File: config.mk
export PLATFORM = sky130hd
export DESIGN_NAME = gpio_regblock
export DESIGN_NICKNAME = d
export VERILOG_FILES = /design/src/rtl/gpio_pkg.sv /design/src/rtl/gpio_decode.sv /design/src/rtl/gpio_state.sv /design/src/rtl/gpio_readmux.sv /design/src/rtl/gpio_regblock.sv
export SDC_FILE = /design/constraint.sdc
export NUM_CORES = 1
export LEC_CHECK = 0
export BUFFER_PORTS_ARGS = -buffer_cell sky130_fd_sc_hd__buf_4
export CAP_MARGIN = 0
export CORE_MARGIN = 5
export CORE_UTILIZATION = 55
export DETAILED_ROUTE_END_ITERATION = 10
export HOLD_SLACK_MARGIN = 0.02
export PLACE_DENSITY = 0.86
export SLEW_MARGIN = 20
export SYNTH_ARGS = -nofsm -noshare
export SYNTH_HDL_FRONTEND = slang
export SYNTH_SLANG_ARGS = --single-unit
File: constraint.sdc
create_clock -name clk -period 4.85 [get_ports clk]
set_input_delay 0.97 -clock clk [delete_from_list [all_inputs] [get_ports clk]]
set_output_delay 0.97 -clock clk [all_outputs]
set_load 0.02 [all_outputs]
File: src/rtl/gpio_pkg.sv
package gpio_pkg;
  localparam int ADDR_W = 8;
  localparam logic [ADDR_W-1:0] OFF_LEVEL = 8'h00;
  localparam logic [ADDR_W-1:0] OFF_DIR   = 8'h04;
  localparam logic [ADDR_W-1:0] OFF_SET   = 8'h08;
  localparam logic [ADDR_W-1:0] OFF_CLR   = 8'h0C;
  localparam logic [ADDR_W-1:0] OFF_RISE  = 8'h10;
  localparam logic [ADDR_W-1:0] OFF_FALL  = 8'h14;
  localparam logic [ADDR_W-1:0] OFF_EDGE  = 8'h18;
  localparam logic [ADDR_W-1:0] OFF_AUX   = 8'h20;

  typedef struct packed {
    logic dir;
    logic aux;
    logic set;
    logic clr;
  } wr_strb_t;
endpackage

File: src/rtl/gpio_decode.sv
module gpio_decode
  import gpio_pkg::*;
(
  input  logic [ADDR_W-1:0] addr,
  input  logic              we,
  output wr_strb_t          strb
);
  always_comb begin
    strb = '0;
    if (we) begin
      unique case (addr)
        OFF_DIR: strb.dir = 1'b1;
        OFF_AUX: strb.aux = 1'b1;
        OFF_SET: strb.set = 1'b1;
        OFF_CLR: strb.clr = 1'b1;
        // edge offsets are accepted and dropped on purpose
        OFF_RISE, OFF_FALL, OFF_EDGE: strb = '0;
        default: strb = '0;
      endcase
    end
  end
endmodule

File: src/rtl/gpio_state.sv
module gpio_state
  import gpio_pkg::*;
#(
  parameter int DATA_W = 32
) (
  input  logic              clk,
  input  logic              rst_n,
  input  wr_strb_t          strb,
  input  logic [DATA_W-1:0] wdata,
  input  logic [DATA_W-1:0] pin_i,
  output logic [DATA_W-1:0] level_q,
  output logic [DATA_W-1:0] dir_q,
  output logic [DATA_W-1:0] aux_q,
  output logic              reject_q
);
  logic              hits_out;
  logic              accept;
  logic              reject;
  logic [DATA_W-1:0] modified;
  logic [DATA_W-1:0] level_d;

  assign hits_out = |(wdata & dir_q);
  assign accept   = (strb.set | strb.clr) & hits_out;
  assign reject   = (strb.set | strb.clr) & ~hits_out;

  always_comb begin
    modified = level_q;
    if (accept && strb.set) modified = level_q | wdata;
    if (accept && strb.clr) modified = level_q & ~wdata;
    // input bits follow the pins, output bits keep the register value
    level_d = (modified & dir_q) | (pin_i & ~dir_q);
  end

  always_ff @(posedge clk or negedge rst_n) begin
    if (!rst_n) begin
      level_q  <= '0;
      dir_q    <= '0;
      aux_q    <= '0;
      reject_q <= 1'b0;
    end else begin
      level_q  <= level_d;
      reject_q <= reject;
      if (strb.dir) dir_q <= wdata;
      if (strb.aux) aux_q <= wdata;
    end
  end

  p_dir_load_r4: assert property (@(posedge clk) disable iff (!rst_n)
    strb.dir |=> dir_q == $past(wdata));

  p_set_lands_r5: assert property (@(posedge clk) disable iff (!rst_n)
    (strb.set && (wdata & dir_q) != '0) |=>
      ((level_q & $past(wdata) & $past(dir_q)) == ($past(wdata) & $past(dir_q))));

  p_clr_lands_r6: assert property (@(posedge clk) disable iff (!rst_n)
    (strb.clr && (wdata & dir_q) != '0) |=>
      ((level_q & $past(wdata) & $past(dir_q)) == '0));

  p_drop_keeps_r7: assert property (@(posedge clk) disable iff (!rst_n)
    ((strb.set || strb.clr) && (wdata & dir_q) == '0) |=>
      ((level_q & $past(dir_q)) == ($past(level_q) & $past(dir_q))));

  p_input_track_r9: assert property (@(posedge clk) disable iff (!rst_n)
    1'b1 |=> (((level_q ^ $past(pin_i)) & ~$past(dir_q)) == '0));
endmodule

File: src/rtl/gpio_readmux.sv
module gpio_readmux
  import gpio_pkg::*;
#(
  parameter int DATA_W = 32
) (
  input  logic              re,
  input  logic [ADDR_W-1:0] addr,
  input  logic [DATA_W-1:0] level_q,
  input  logic [DATA_W-1:0] dir_q,
  input  logic [DATA_W-1:0] aux_q,
  output logic [DATA_W-1:0] rdata
);
  always_comb begin
    rdata = '0;
    if (re) begin
      unique case (addr)
        OFF_LEVEL: rdata = level_q;
        OFF_DIR:   rdata = dir_q;
        OFF_AUX:   rdata = aux_q;
        default:   rdata = '0;
      endcase
    end
  end
endmodule

File: src/rtl/gpio_regblock.sv
module gpio_regblock
  import gpio_pkg::*;
#(
  parameter int DATA_W    = 32,
  parameter int N_LOW_IRQ = 8
) (
  input  logic              clk,
  input  logic              rst_n,
  input  logic [ADDR_W-1:0] addr,
  input  logic [DATA_W-1:0] wdata,
  input  logic              we,
  input  logic              re,
  output logic [DATA_W-1:0] rdata,
  input  logic [DATA_W-1:0] pin_i,
  output logic [DATA_W-1:0] pin_o,
  output logic [DATA_W-1:0] pin_oe,
  output logic [N_LOW_IRQ-1:0] irq_low,
  output logic              irq_high,
  output logic              wr_err
);
  wr_strb_t          strb;
  logic [DATA_W-1:0] level_q;
  logic [DATA_W-1:0] dir_q;
  logic [DATA_W-1:0] aux_q;

  gpio_decode u_dec (
    .addr (addr),
    .we   (we),
    .strb (strb)
  );

  gpio_state #(.DATA_W(DATA_W)) u_state (
    .clk      (clk),
    .rst_n    (rst_n),
    .strb     (strb),
    .wdata    (wdata),
    .pin_i    (pin_i),
    .level_q  (level_q),
    .dir_q    (dir_q),
    .aux_q    (aux_q),
    .reject_q (wr_err)
  );

  gpio_readmux #(.DATA_W(DATA_W)) u_rd (
    .re      (re),
    .addr    (addr),
    .level_q (level_q),
    .dir_q   (dir_q),
    .aux_q   (aux_q),
    .rdata   (rdata)
  );

  assign pin_o  = level_q & dir_q;
  assign pin_oe = dir_q;

  // no edge detection: every interrupt line is tied low
  for (genvar i = 0; i < N_LOW_IRQ; i++) begin : g_irq_low
    assign irq_low[i] = 1'b0;
  end
  assign irq_high = 1'b0;

  p_err_cause_r7: assert property (@(posedge clk) disable iff (!rst_n)
    wr_err |-> ($past(we) && ($past(addr) == OFF_SET || $past(addr) == OFF_CLR)));

  p_oe_follows_write_r10: assert property (@(posedge clk) disable iff (!rst_n)
    (we && addr == OFF_DIR) |=> pin_oe == $past(wdata));
endmodule

==> flow_metrics.env <==
export IMPL_seq_area_frac_synth_pct=43.6
export IMPL_grt_max_degree=58
export IMPL_hold_class="reg -> reg"
export IMPL_first_global_vias=5214
export IMPL_crit_type="in -> out"
export IMPL_port_buffers=172
export IMPL_clockBufferDepth=2
export IMPL_wl_per_cell_um=19.4
export IMPL_clock_sinks=97
export IMPL_fin_nets=788
export IMPL_drv_slew=0
export IMPL_ys_warn_count=0
export IMPL_p_leak_nw=3.35
export IMPL_cts_resized_gates=0
export IMPL_std_cell_rows=36
export IMPL_via_per_inst=5.94
export IMPL_max_vdd_ir_drop_mv=0.220
export IMPL_final_cell_mix="178 x buf_4, 97 x dfrtp_1, 65 x nor2_1"
export IMPL_p_int_w=0.00167
export IMPL_die_area_mm2=0.0122
export IMPL_cts_made_buffers=9
export IMPL_status="finished clean"
export IMPL_synth_edf_count=0
export IMPL_hold_viol_final=0
export IMPL_pwr_share_clk_pct=17.3
export IMPL_fmax_ghz=0.275
export IMPL_worst_setup_path_end_kind="output port"
export IMPL_synth_cell_types=40
export IMPL_worstPathArrival_ns=2.66
export IMPL_finalSetupViolCount=0
export IMPL_drive_gt1_share_pct=36.3
export IMPL_antenna_found_initial=0
export IMPL_power_frac_comb_pct=40.1
export IMPL_synthesis_area_mm2=0.00557
export IMPL_post_cts_buffers=0
export IMPL_p_sw_w=0.000920
export IMPL_skew_ns=0.00494
export IMPL_tightest_slew_ns=1.13
export IMPL_gp_congestion=0.872
export IMPL_hpwl_um=11500
export IMPL_ioPinCount=182
export IMPL_wirelength_um=16400
export IMPL_ys_ff_latch=97
export IMPL_grt_pass1_wl_um=26800
export IMPL_cts_hold_buffers=0
export IMPL_p_per_area_mw_per_mm2=368
export IMPL_nFillCells=708
export IMPL_htree_levels=3
export IMPL_core_area_mm2=0.00982
export IMPL_whs_path_depth=1
export IMPL_syn_mean_instance_area_um2=9.96
export IMPL_final_common_cell="buf_4"
export IMPL_power_frac_seq_pct=42.6
export IMPL_post_route_period_util_pct=74.9
export IMPL_cts_tree="done"
export IMPL_path_max_fanout=37
export IMPL_fin_ws_ns=1.22
export IMPL_drc=0
export IMPL_ys_flop_type="dfrtp_1"
export IMPL_swShare_pct=35.6
export IMPL_relSlewSlack_pct=24.6
export IMPL_ant_nets=0
export IMPL_syn2layout_area_growth_pct=26.3
export IMPL_cts_reportedPaths_clkPinSlew_ns=0.08
export IMPL_finalSetupTns_ns=0
export IMPL_grt_usage_pct=26.7
export IMPL_async_reset_ff_share_pct=100
export IMPL_start_util_pct=56.7
export IMPL_r2r_cells=6
export IMPL_diodes=0
export IMPL_cp_start_kind="input pin"
export IMPL_rsz0062_at_grt="false"
export IMPL_via_count=5030
export IMPL_cap_violations=0
export IMPL_required_ns=3.88
export IMPL_dieWidth_um=111
export IMPL_period_needed_ns=3.63
export IMPL_pre_cts_ws_ns=1.24
export IMPL_grt_overflow=0
export IMPL_dieHeight_um=111
export IMPL_drt_pre_antenna_iters=5
export IMPL_drtIter0Drc=310
export IMPL_synthCells=559
export IMPL_root_buffer="clkbuf_8"
export IMPL_clkLatencyLatePin_ns=0.35
## stage by stage
step / utilization [%] / hold WS (ns) / cells / total power, W / cell area [um^2]
after floorplan: - / 0.458 / 567 / 0.00174 / 5600
after global placement: 70.1 / 0.469 / 834 / 0.00210 / 6880
after detailed placement: 70.1 / 0.475 / 834 / 0.00215 / 6880
after CTS: 71.6 / 0.493 / 847 / 0.00260 / 7030
after global routing: 71.6 / 0.515 / 847 / 0.00274 / 7030
final: 71.6 / 0.495 / 847 / 0.00259 / 7030
## cells in the mapped netlist, drive strengths merged, types with 2 or more instances
master | instances | area (um^2)
dfrtp | 97 | 2430
nor2 | 65 | 244
o21ai | 62 | 310
nand2 | 34 | 128
a21oi | 33 | 169
mux2 | 33 | 372
a41oi | 32 | 505
and2 | 32 | 200
mux2i | 32 | 320
a211o | 31 | 272
inv | 31 | 116
buf | 29 | 185
clkbuf | 15 | 57.6
a22oi | 8 | 60.1
a221oi | 4 | 35.0
a22o | 4 | 35.0
nand4 | 2 | 12.5
## final timing paths
path	from	endpoint	slack, ns
max in group asynchronous	rst_n	asynchronous set/reset pin	3.14
worst max register to register	u_state.dir_q[12]$_DFFE_PN0P_	register	2.77
worst min register to register	u_state.aux_q[4]$_DFFE_PN0P_	u_state.aux_q[4]$_DFFE_PN0P_	0.50
worst min-delay path	u_state.aux_q[4]$_DFFE_PN0P_	u_state.aux_q[4]$_DFFE_PN0P_	0.50
min in group asynchronous	rst_n	u_state.dir_q[11]$_DFFE_PN0P_	0.65
worst max-delay path	addr[5]	rdata[13]	1.22
## power groups by stage
stage	logic [W]	clock network [W]	registers, W
floorplan	0.000642	0	0.00110
global placement	0.00100	0	0.00110
detailed placement	0.00104	0	0.00112
CTS	0.00104	0.000457	0.00110
global route	0.00113	0.000488	0.00113
finish	0.00104	0.000447	0.00110
## routing by layer
metal	up-vias	global-route usage [%]	part of all wire, %	wire, um
met5	-	0	0	0
met4	0	9.03	2.1	338
met3	29	4.43	6.5	1070
met2	208	46.3	51	8460
met1	2503	33.7	40	6560
li1	2290	-	-	-
## cells by family after synthesis
group / share of synthesized area, %
AOI/OAI and AO/OA: 25.2
and+or+nand+nor: 12.2
DFF: 43.6
buffers and inverters: 6.45
muxes: 12.4
other: 0.0674
## layout make-up
class / instances / area (um^2) / area share (%)
Clock inverter: 1 / 5.00 / 0.0712
Inverter: 31 / 116 / 1.65
Timing Repair Buffer: 178 / 1340 / 19.0
Multi-Input combinational cell: 395 / 2840 / 40.3
Tap cell: 133 / 166 / 2.37
Sequential cell: 97 / 2430 / 34.5
Clock buffer: 12 / 145 / 2.06
## critical path, cell delays in order
cell	delay, ns
buf_4	0.38
nor2b_4	0.78
a21oi_1	0.21
nor2_1	0.15
buf_4	0.16
Power figures use the tool's default switching activity.
